<file path="src/rtl/bra_pkg.sv">
package bra_pkg;
  typedef enum logic [2:0] {
    ST_OWN   = 3'd0,
    ST_WAIT  = 3'd1,
    ST_STRB  = 3'd2,
    ST_REL   = 3'd3,
    ST_REACQ = 3'd4,
    ST_REF   = 3'd5
  } bra_state_e;
endpackage

</file>
<file path="src/rtl/bra_sync.sv">
module bra_sync #(
  parameter int   STAGES  = 2,
  parameter logic RST_VAL = 1'b1
) (
  input  logic clk_i,
  input  logic rst_ni,
  input  logic d_i,
  output logic q_o
);
  logic [STAGES-1:0] chain_q;

  for (genvar g = 0; g < STAGES; g++) begin : g_stage
    always_ff @(posedge clk_i or negedge rst_ni) begin
      if (!rst_ni)     chain_q[g] <= RST_VAL;
      else if (g == 0) chain_q[g] <= d_i;
      else             chain_q[g] <= chain_q[(g == 0) ? 0 : g-1];
    end
  end

  assign q_o = chain_q[STAGES-1];
endmodule

</file>
<file path="src/rtl/bra_refresh_pend.sv">
module bra_refresh_pend
  import bra_pkg::*;
(
  input  logic       clk_i,
  input  logic       rst_ni,
  input  logic       ref_req_i,
  input  logic       ref_done_i,
  input  bra_state_e state_q_i,
  output logic       pend_d_o,
  output logic       pend_q_o
);
  logic clear;

  // done only counts while the grant is out; a new request wins over clear
  assign clear    = (state_q_i == ST_REF) && ref_done_i;
  assign pend_d_o = ref_req_i | (pend_q_o & ~clear);

  always_ff @(posedge clk_i or negedge rst_ni) begin
    if (!rst_ni) pend_q_o <= 1'b0;
    else         pend_q_o <= pend_d_o;
  end

  assert_pend_held_R9: assert property (@(posedge clk_i) disable iff (!rst_ni)
    ($past(pend_q_o) && !$past(clear)) |-> pend_q_o);
endmodule

</file>
<file path="src/rtl/bra_ctrl.sv">
module bra_ctrl
  import bra_pkg::*;
#(
  parameter int STRB_CYC  = 2,
  parameter int REACQ_CYC = 2
) (
  input  logic       clk_i,
  input  logic       rst_ni,
  input  logic       breq_s_i,   // synchronized, active low
  input  logic       cyc_busy_i,
  input  logic       ref_done_i,
  input  logic       pend_d_i,
  input  logic       pend_q_i,
  output bra_state_e state_q_o,
  output logic       ack_no
);
  localparam int CNT_MAX = (STRB_CYC > REACQ_CYC) ? STRB_CYC : REACQ_CYC;
  localparam int CW      = $clog2(CNT_MAX + 1);

  bra_state_e    state_d;
  logic [CW-1:0] cnt_q, cnt_d;
  logic          ack_d;

  always_comb begin
    state_d = state_q_o;
    cnt_d   = cnt_q;
    unique case (state_q_o)
      ST_OWN:  if (!breq_s_i || pend_q_i) state_d = ST_WAIT;
      ST_WAIT: if (!cyc_busy_i) begin
        // single priority point: release first, then refresh
        if (!breq_s_i) begin
          state_d = ST_STRB;
          cnt_d   = CW'(STRB_CYC - 1);
        end else if (pend_q_i) state_d = ST_REF;
        else                   state_d = ST_OWN;
      end
      ST_STRB: if (cnt_q == '0) state_d = ST_REL;
               else             cnt_d   = cnt_q - 1'b1;
      ST_REL:  if (breq_s_i) begin
        state_d = ST_REACQ;
        cnt_d   = CW'(REACQ_CYC - 1);
      end
      ST_REACQ: begin
        if (!breq_s_i)          state_d = ST_REL;
        else if (cnt_q == '0)   state_d = pend_q_i ? ST_REF : ST_OWN;
        else                    cnt_d   = cnt_q - 1'b1;
      end
      ST_REF:  if (ref_done_i) state_d = ST_OWN;
      default: state_d = ST_OWN;
    endcase
  end

  // registered from next-state and next-pending: no spike on coincidence
  assign ack_d = !(state_d == ST_REL && !pend_d_i);

  always_ff @(posedge clk_i or negedge rst_ni) begin
    if (!rst_ni) begin
      state_q_o <= ST_OWN;
      cnt_q     <= '0;
      ack_no    <= 1'b1;
    end else begin
      state_q_o <= state_d;
      cnt_q     <= cnt_d;
      ack_no    <= ack_d;
    end
  end

  assert_release_after_idle_R2: assert property (@(posedge clk_i) disable iff (!rst_ni)
    (state_q_o == ST_STRB && $past(state_q_o) == ST_WAIT) |-> $past(!cyc_busy_i));

  assert_hold_while_req_R5: assert property (@(posedge clk_i) disable iff (!rst_ni)
    (state_q_o == ST_REL && !breq_s_i) |=> state_q_o == ST_REL);

  assert_ack_high_pending_R5: assert property (@(posedge clk_i) disable iff (!rst_ni)
    pend_q_i |-> ack_no);

  assert_refresh_first_R6: assert property (@(posedge clk_i) disable iff (!rst_ni)
    ($past(state_q_o) == ST_REACQ && $past(pend_q_i) &&
     state_q_o != ST_REACQ && state_q_o != ST_REL) |-> state_q_o == ST_REF);
endmodule

</file>
<file path="src/rtl/bra_pins.sv">
module bra_pins
  import bra_pkg::*;
(
  input  bra_state_e state_q_i,
  input  logic       pend_q_i,
  output logic       addr_oe_o,
  output logic       data_oe_o,
  output logic       strb_oe_o,
  output logic       strb_high_o,
  output logic       ref_gnt_o,
  output logic       int_en_o
);
  logic drive;

  assign drive       = (state_q_i == ST_OWN)  || (state_q_i == ST_WAIT) ||
                       (state_q_i == ST_STRB) || (state_q_i == ST_REF);
  assign addr_oe_o   = drive;
  assign data_oe_o   = drive;
  assign strb_oe_o   = drive;
  assign strb_high_o = (state_q_i == ST_STRB);
  assign ref_gnt_o   = (state_q_i == ST_REF);
  assign int_en_o    = (state_q_i == ST_OWN) && !pend_q_i;
endmodule

</file>
<file path="src/rtl/bus_release_arb.sv">
module bus_release_arb
  import bra_pkg::*;
#(
  parameter int SYNC_STAGES = 2,
  parameter int STRB_CYC    = 2,
  parameter int REACQ_CYC   = 2
) (
  input  logic clk_i,
  input  logic rst_ni,
  input  logic breq_ni,
  input  logic cyc_busy_i,
  input  logic ref_req_i,
  input  logic ref_done_i,
  output logic ack_no,
  output logic addr_oe_o,
  output logic data_oe_o,
  output logic strb_oe_o,
  output logic strb_high_o,
  output logic ref_gnt_o,
  output logic int_en_o
);
  bra_state_e state_q;
  logic       breq_s, pend_d, pend_q;

  bra_sync #(.STAGES(SYNC_STAGES), .RST_VAL(1'b1)) u_sync (
    .clk_i(clk_i), .rst_ni(rst_ni), .d_i(breq_ni), .q_o(breq_s)
  );

  bra_refresh_pend u_pend (
    .clk_i(clk_i), .rst_ni(rst_ni), .ref_req_i(ref_req_i),
    .ref_done_i(ref_done_i), .state_q_i(state_q),
    .pend_d_o(pend_d), .pend_q_o(pend_q)
  );

  bra_ctrl #(.STRB_CYC(STRB_CYC), .REACQ_CYC(REACQ_CYC)) u_ctrl (
    .clk_i(clk_i), .rst_ni(rst_ni), .breq_s_i(breq_s),
    .cyc_busy_i(cyc_busy_i), .ref_done_i(ref_done_i),
    .pend_d_i(pend_d), .pend_q_i(pend_q),
    .state_q_o(state_q), .ack_no(ack_no)
  );

  bra_pins u_pins (
    .state_q_i(state_q), .pend_q_i(pend_q),
    .addr_oe_o(addr_oe_o), .data_oe_o(data_oe_o), .strb_oe_o(strb_oe_o),
    .strb_high_o(strb_high_o), .ref_gnt_o(ref_gnt_o), .int_en_o(int_en_o)
  );

  assert_pins_off_when_acked_R4: assert property (@(posedge clk_i) disable iff (!rst_ni)
    !ack_no |-> (!addr_oe_o && !data_oe_o && !strb_oe_o));

  assert_strobe_high_before_off_R3: assert property (@(posedge clk_i) disable iff (!rst_ni)
    $fell(strb_oe_o) |-> $past(strb_high_o));

  assert_reenable_after_high_R7: assert property (@(posedge clk_i) disable iff (!rst_ni)
    $rose(addr_oe_o) |-> $past(breq_s));

  assert_int_blocked_pending_R10: assert property (@(posedge clk_i) disable iff (!rst_ni)
    pend_q |-> !int_en_o);
endmodule

</file>
<file path="config.mk">
export PLATFORM = sky130hd
export DESIGN_NAME = bus_release_arb
export DESIGN_NICKNAME = d
export VERILOG_FILES = /design/src/rtl/bra_pkg.sv /design/src/rtl/bra_sync.sv /design/src/rtl/bra_refresh_pend.sv /design/src/rtl/bra_ctrl.sv /design/src/rtl/bra_pins.sv /design/src/rtl/bus_release_arb.sv
export SDC_FILE = /design/constraint.sdc
export NUM_CORES = 1
export LEC_CHECK = 0
export ABC_CLOCK_PERIOD_IN_PS = 1800
export BUFFER_PORTS_ARGS = -buffer_cell sky130_fd_sc_hd__buf_2
export CORE_MARGIN = 3
export CORE_UTILIZATION = 40
export CTS_CLUSTER_SIZE = 16
export DETAILED_ROUTE_END_ITERATION = 10
export PLACE_DENSITY_LB_ADDON = 0.08
export SYNTH_ARGS = -nofsm -noshare
export SYNTH_HDL_FRONTEND = slang
export SYNTH_HIERARCHICAL = 1
export SYNTH_SLANG_ARGS = --single-unit
</file>
<file path="constraint.sdc">
create_clock -name clk_i -period 1.8 [get_ports clk_i]
set_input_delay 0.09 -clock clk_i [delete_from_list [all_inputs] [get_ports clk_i]]
set_output_delay 0.09 -clock clk_i [all_outputs]
set_load 0.05 [all_outputs]
</file>
* Word-level counts from Yosys, hierarchy flattened
Cells that the tools add are included.
Storage, ports and cells: flip-flop bits (word level) 9, input port bits 6, output and inout bits 7, logic and storage cells 51
Operators by class: add/sub/neg operators 1, eq/ne operators 10, multiplexer cells 16, bitwise logic cells 3, reductions and logical operators 15
Operators by type and width (count):
- $mux 3 | 9
- $pmux 3 s6 | 1
- $mux 2 | 5
- $eq 3x2->1 const B | 3
- $ne 2x2->1 const B | 4
- $pmux 2 s4 | 1
- $eq 3x3->1 const B | 2
- $reduce_and 5->1 | 1
- $logic_not 1->1 | 4
- $logic_or 1x1->1 | 4
- $reduce_bool 4->1 | 1
- $eq 3x1->1 const B | 1
- $logic_and 1x1->1 | 3
- $logic_not 3->1 | 1
- $logic_not 2->1 | 1
- $sub 2x1->2 const B | 1
- $and 1x1->1 | 1
- $not 1->1 | 1
- $or 1x1->1 | 1

* Logic depth before layout (Yosys ltp)
Gate-level depths: netlist of the first run.
word-level depth 8, depth in mapped cells 6, depth with buffers taken out 6

* Hierarchy
Netlist of the first run, hierarchy kept.
Modules (own cells, without submodules):
- bra_ctrl | times used 1, cells each 50, area an instance 440.4 µm², sequential area each 151.4 µm²
- bra_pins | times used 1, cells each 6, area an instance 55.1 µm², sequential area each 0.0 µm²
- bra_sync | times used 1, cells each 2, area an instance 52.6 µm², sequential area each 52.6 µm²
- bra_refresh_pend | times used 1, cells each 3, area an instance 41.3 µm², sequential area each 25.0 µm²

* Worst setup path after synthesis of the first run
No wires, ideal clock.
path kind reg-to-output, start point register u_ctrl.state_q_o[0], end point output data_oe_o, arrival 1.805 ns, required time 1.710 ns, setup slack -0.095 ns, cell stages (with the launch flop) 3, buffers on the path 1, path through dfrtp_1 mux2i_1 buf_4
Between the ends: cells in the longest elaborated chain, start to end 4, elaborated cells between the ends (all ways) 7, classes of those cells eq/ne (3); reduce/logical (4)
Ends and longest elaborated chain:
- start: declaration | line bra_ctrl.sv:14 | output bra_state_e state_q_o,
- start signal: assignment | line bra_ctrl.sv:62 | state_q_o <= state_d;
- $eq 3x1->1 or $logic_not 3->1 (tied branches) | line bra_pins.sv:15 | assign drive = (state_q_i == ST_OWN) || (state_q_i == ST_WAIT) ||
- $logic_or 1x1->1 (2 in series) | line bra_pins.sv:15
- $logic_or 1x1->1 (*) | line bra_pins.sv:16 | (state_q_i == ST_STRB) || (state_q_i == ST_REF);
- end: declaration | line bus_release_arb.sv:16 | output logic data_oe_o,
Every way passes the cells marked *; elsewhere a longest branch is shown, timed or not.

* Worst setup path in the final report of the first run
start point register u_ctrl.cnt_q[0], end point register u_ctrl.cnt_q[0]
Between the ends: cells in the longest elaborated chain, start to end 4, elaborated cells between the ends (all ways) 5, classes of those cells add/sub (1); mux (3); reduce/logical (1)
Ends and longest elaborated chain:
- start: declaration | line bra_ctrl.sv:21 | logic [CW-1:0] cnt_q, cnt_d;
- start signal: assignment | line bra_ctrl.sv:63 | cnt_q <= cnt_d;
- $sub 2x1->2 or $logic_not 2->1 (tied branches)
- $mux 2 (*) | line bra_ctrl.sv:37, bra_ctrl.sv:45
- $mux 2 | line bra_ctrl.sv:44 | if (!breq_s_i) state_d = ST_REL;
- $pmux 2 s4 (*) | line bra_ctrl.sv:27 | unique case (state_q_o)
Every way passes the cells marked *; elsewhere a longest branch is shown, timed or not. The select of a mux whose other input is x is not followed. A chain may end at the register's enable or synchronous reset.

==> results of run 1 <==
worst min-delay path by stage:
stage              start  slack, ps                   to
3_5_place_dp      rst_ni        -50  u_ctrl/state_q_o[2]
3_3_place_gp      rst_ni        -50  u_ctrl/state_q_o[2]
5_1_grt        ref_req_i         40      u_pend/pend_q_o
2_1_floorplan     rst_ni       -210      u_ctrl/cnt_q[0]
6_report       ref_req_i         30      u_pend/pend_q_o
4_1_cts        ref_req_i         20      u_pend/pend_q_o
metrics by stage:
stage	setup WS [ps]	power (mW)	cells
floorplan	55.72	0.8634	61
global placement	175.8	0.9760	87
detailed placement	176.8	0.9716	87
CTS	156.9	1.134	93
global route	55.51	1.210	93
finish	167.2	1.123	93
flip-flops by register name, summed over array words and instances, names as in the netlist:
signal,cells
u_ctrl/ack_no,1
u_ctrl/cnt_q,2
u_ctrl/state_q_o,3
u_pend/pend_q_o,1
u_sync/chain_q,1
u_sync/q_o,1
power by group:
group          switching [mW]  internal [mW]
registers              0.0533          0.252
logic                   0.428          0.239
clock network          0.0689         0.0817
repair_timing:
item | CTS | global route
hold buffers | 2 | 0
hold endpoints to repair | 10 | 0
setup endpoints to repair | 0 | 0
setup buffers | 0 | 0
routing by layer:
metal  share of wire, %  global-route usage [%]  vias up
met5                  0                       0        -
met4                  0                   7.229        0
met3                5.3                   1.220        0
met2                 45                   20.35       14
met1                 49                   18.83      225
li1                   -                       -      248
kinds of logic after synthesis:
group | synth area share [%]
flops | 38.85
mux | 8.917
buf+inv | 10.19
compound gates | 11.04
fa+ha+maj | 4.246
simple gates | 26.75
area by class of cell:
class / instances / area [µm²]
multi-input cells: 41 / 304.0
well taps: 15 / 18.77
flip-flops and latches: 9 / 229.0
inverters: 7 / 26.28
fillers: 119 / 625.6
repair buffers: 17 / 102.6
clock buffers: 3 / 22.52
clock inverters: 1 / 5.005
cells in the final DEF, fill, tap and decap left out, types with 2 or more instances in the layout:
master | netlist | routed
dlygate4sd3_1 | 0 | 2
inv_1 | 7 | 7
mux2i_1 | 3 | 2
or3_1 | 2 | 2
nor2_1 | 4 | 4
mux2_1 | 2 | 2
clkbuf_4 | 0 | 3
buf_2 | 0 | 12
buf_4 | 3 | 3
dfrtp_1 | 6 | 6
nand2b_1 | 2 | 2
dfstp_2 | 3 | 3
ha_1 | 2 | 2
a21oi_1 | 4 | 4
nand2_1 | 5 | 5
==> impl_results.md, run 1 <==
- Final Core Density: between 50% and 60%
- Gr usage total: approximately 13%
- Worst slew pin tran: between 300 and 400 ps
- Status: complete, no violations
- Worst hold slack: around 32 ps
- Slew Viols, Final: 0
- Type of the worst setup path: reg2reg
- Critical Path AT: 1760 ps
- Synth top area cells: dfrtp_1, dfstp_2, mux2i_1, inv_1, ha_1
- Overflow left after global routing: 0
- Die area: slightly below 2000 µm²
- Clk_lat worst skew: 260 ps
- Syn-to-layout area delta: 20.17%
- Fmax: 612.5 MHz
- CTS root buf: clkbuf_4
- Pwr Density: between 1500 and 2000 nW/µm²
- Reg-to-reg critical path endpoint: u_ctrl/cnt_q[0]
- Clk slew on worst S/H paths: around 60 ps
- First-pass GRT wire length: just under 2000 µm
- Dominant synthesized flop cell: dfrtp_1
- CP top delay family: simple AND/OR/NAND/NOR gates
- Top cells by count, synth: inv_1, dfrtp_1, nand2_1, a21oi_1, nor2_1
- WP depth: 6
- Synthesized area: about 600 µm²
- Final-report hold violation count: 0
- Post-cts sizing count: 0
- Critical-path top delay cell: dfrtp_1
- Share of cells above drive strength 1: around 36%
- Routability cong.: 0.7968
- Largest net degree at the start of global routing: 14
- Starting Density: 44.18%
- Core box area: approximately 1300 µm²
- Static Leak: 0.3362 nW
- Die Width: about 44 µm
- Setup TNS: 0 ps
- Worst R2R Path Depth: 6
- Vias per Instance: around 5.2
- Die Y: between 40 and 50 µm
- Clock tree buffer depth: 2
- Layout Skew: approximately 7.0 ps
- Cells after Synth: between 60 and 70
- R2r setup slk: approximately 170 ps
- WP data required: around 1900 ps
- Initial antenna violation count: 0
- DRT iter0 DRCs: 6
- Critical Path End: u_ctrl/cnt_q[0]
- WL per Instance: 12.18 µm
- Num CTS Buffers: 3
- Final instance area: around 700 µm²
- Nets: 87
- CTS tree: built
- RSZ-0062 raised after global routing: no
- DRT Pass-1 Iters: 4
- Post-Syn Nets: between 60 and 70
- Post-synthesis sequential area ratio: between 30 and 40%
- Final Critical Period: ~1600 ps
- Worst slew margin: 73.56%
- Hold WC Path Type: in2reg
- Critical Path Sink Type: flip-flop
- Synth unique cells: 30
- Worst path bufs/invs: 1
- Ys Warns: 6
- Hold path cells: 2
- Vias in the first global route: about 470
- Avg Inst Size Synth: just under 10 µm²
- Worst Path Max Fanout: 3
- Placed instance area: 660.6 µm²
- Critical Path, Cell by Cell: inv_1 -> ha_1 -> or2_2 -> a21oi_1 -> nor3_1 -> mux2_1
- H-tree levels: 1
- Worst Setup Start Kind: flip-flop
- Slowest stage delay, CP: approximately 360 ps
- IO Pins: 13
- Share of the synthesized area in the top cell type: about a quarter
- Row cnt: 13
- Vias: roughly 490
- Number of port buffers: 12
- Top cell type by total area after synthesis: dfrtp_1
- Reg2reg start: u_ctrl/cnt_q[0]
- ANT nets after route: 0
- Fin crit share: between 90% and 100%
- Crit path launch: u_ctrl/cnt_q[0]
- Total of max-cap violations: 0
- Inserted Diodes: 0
- Ys async rst share: 100.0%
- Post-route DRC: 0
- Worst vdd ir: roughly 0.93 mV
- Post-synth EDFFs: 0
- Register bit total from synthesis: 9
- Final WL: approximately 1100 µm
- Count leader, synth: inv_1
- CTS Sinks: 9
- Finish-stage setup viols: 0
(Power assumes the default switching activity.)
==> run 2: changes to the inputs <==
CELL_PAD_IN_SITES_DETAIL_PLACEMENT = 1   (was default)
CELL_PAD_IN_SITES_GLOBAL_PLACEMENT = 2   (was default)
CORE_UTILIZATION = 31   (was 40)
==> run 2 against run 1 <==
Against the previous run:
- cell area rose by 2.7%
- first-iteration DRC count shrank 33%
- largest cell class unchanged
- final cell count up 12%
- register-to-register slack about the same
- highest routed layer unchanged
==> impl_results.md, run 2 (same netlist as run 1, synthesis figures left out) <==
- Final Critical Period: 1626 ps (was 1633 ps)
- Slew Viols, Final: 0 (unchanged)
- Setup TNS: 0 ps (unchanged)
- Routability cong.: 0.7690 (was 0.7968)
- DRT Pass-1 Iters: 2 (was 4)
- H-tree levels: 1 (unchanged)
- First-pass GRT wire length: 2152 µm (was 1987 µm)
- Number of port buffers: 12 (unchanged)
- Core box area: 1764 µm² (was 1334 µm²)
- Vias per Instance: 4.663 (was 5.237)
- Worst vdd ir: 0.6683 mV (was 0.9327 mV)
- Syn-to-layout area delta: 23.35% (was 20.17%)
- Die Width: 49.60 µm (was 44.39 µm)
- Worst slew margin: 76.10% (was 73.56%)
- Final WL: 1250 µm (was 1133 µm)
- Finish-stage setup viols: 0 (unchanged)
- Largest net degree at the start of global routing: 10 (was 14)
- Nets: 88 (was 87)
- Commonest non-fill, non-tap cells in the layout: buf_2, inv_1, dfrtp_1 (unchanged)
- ANT nets after route: 0 (unchanged)
- Postcts setup bufs: 0 (unchanged)
- Total of max-cap violations: 0 (unchanged)
- CTS Sinks: 9 (unchanged)
- Worst hold slack: 47.60 ps (was 31.94 ps)
- Number of flip-flops in the largest register: 3 (unchanged)
- Overflow left after global routing: 0 (unchanged)
- Pwr Density: 1564 nW/µm² (was 1586 nW/µm²)
- Clk_lat worst skew: 250 ps (was 260 ps)
- Worst slew pin tran: 358.5 ps (was 396.7 ps)
- IO Pins: 13 (unchanged)
- Vias: 485 (was 487)
- Placed instance area: 680.7 µm² (was 660.6 µm²)
- Starting Density: 33.40% (was 44.18%)
- Hold WC Path Type: in2reg (unchanged)
- WP data required: 1930 ps (about the same)
- DRT iter0 DRCs: 4 (was 6)
- Static Leak: 0.3386 nW (was 0.3362 nW)
- CTS tree: built (unchanged)
- Worst R2R Path Depth: 6 (unchanged)
- Critical Path Sink Type: flip-flop (unchanged)
- Clk slew on worst S/H paths: 60 ps (about the same)
- Initial antenna violation count: 0 (unchanged)
- RSZ-0062 raised after global routing: no (unchanged)
- Final instance area: 726.9 µm² (was 708.2 µm²)
- Type of the worst setup path: reg2reg (unchanged)
- Status: complete, no violations (unchanged)
- Top Registers: u_ctrl/state_q_o x3, u_ctrl/cnt_q x2 (unchanged)
- Most common cell after layout, fill and taps aside: buf_2 (unchanged)
- Die area: 2460 µm² (was 1970 µm²)
- Share of cells above drive strength 1: 35.44% (was 35.90%)
- Vias in the first global route: 479 (was 473)
- Die Y: 49.60 µm (was 44.39 µm)
- Layout Skew: 1.643 ps (was 6.986 ps)
- Fin crit share: 90.31% (was 90.71%)
- Worst Path Max Fanout: 3 (unchanged)
- Worst Setup Start Kind: flip-flop (unchanged)
- WL per Instance: 12.02 µm (was 12.18 µm)
- Reg with most FFs: u_ctrl/state_q_o (unchanged)
- Critical Path AT: 1760 ps (about the same)
- Clock tree buffer depth: 2 (unchanged)
- Hold path cells: 2 (unchanged)
- Post-DP HPWL: roughly 1000 µm
- Post-route DRC: 0 (unchanged)
- CTS root buf: clkbuf_4 (unchanged)
- Gr usage total: 11.11% (was 13.43%)
- Row cnt: 15 (was 13)
- Fmax: 615.2 MHz (was 612.5 MHz)
- Num CTS Buffers: 3 (unchanged)
- Inserted Diodes: 0 (unchanged)
- Pwr Total: 1.137 mW (was 1.123 mW)
- Final-report hold violation count: 0 (unchanged)
==> run 2: cell count changes in the layout (fill, tap and decap cells not counted) <==
cell,delta
clkbuf_1,+1
buf_4,+1
clkinv_2,-1
==> run 2: worst max-delay path, stage by stage (launching register included) <==
cell and delay (ps):
dfrtp_1 380, inv_1 90, ha_1 220, or2_2 130, a21oi_1 50, nor3_1 280
mux2_1 360
==> run 2: area by class of cell <==
class	instances	area, µm²
Multi-Input combinational cell	41	304.0
Sequential cell	9	229.0
Fill cell	236	1037
Inverter	7	26.28
Timing Repair Buffer	18	110.1
Clock buffer	4	26.28
Tap cell	25	31.28
==> run 2: power by group <==
part / switching, mW / internal, mW / leakage, nW
Combinational: 0.431 / 0.250 / 0.222
Sequential: 0.0583 / 0.252 / 0.101
Clock: 0.0612 / 0.0848 / 0.0150
==> run 2: timing repair <==
action                    4_1_cts  5_1_grt
hold endpoints to repair       10        0
resized for setup               0        0
hold buffers                    2        0
==> run 2: layer usage <==
metal  wire (µm)  global-route usage (%)
met5           0                       0
met1         631                   15.44
met4           0                   5.530
met2         577                   16.96
met3          41                   1.208
==> run 2: final timing paths <==
kind                              startpoint              end  slack [ps]
min reg2reg                u_sync/chain_q[0]       u_sync/q_o         360
min in group asynchronous             rst_ni  u_ctrl/cnt_q[1]         210
max reg2reg                  u_ctrl/cnt_q[0]  u_ctrl/cnt_q[1]         170
max in group asynchronous             rst_ni    u_ctrl/ack_no        1350
max                          u_ctrl/cnt_q[0]  u_ctrl/cnt_q[1]         170
min                                ref_req_i  u_pend/pend_q_o          50
==> run 2: through the flow <==
stage | utilization [%] | setup WS [ps] | cells
finish | 41.21 | 174.4 | 104
global route | 41.21 | 36.50 | 104
CTS | 41.21 | 142.2 | 104
detailed placement | 38.58 | 148.2 | 98
global placement | 38.58 | 162.7 | 98
floorplan | - | 55.72 | 61
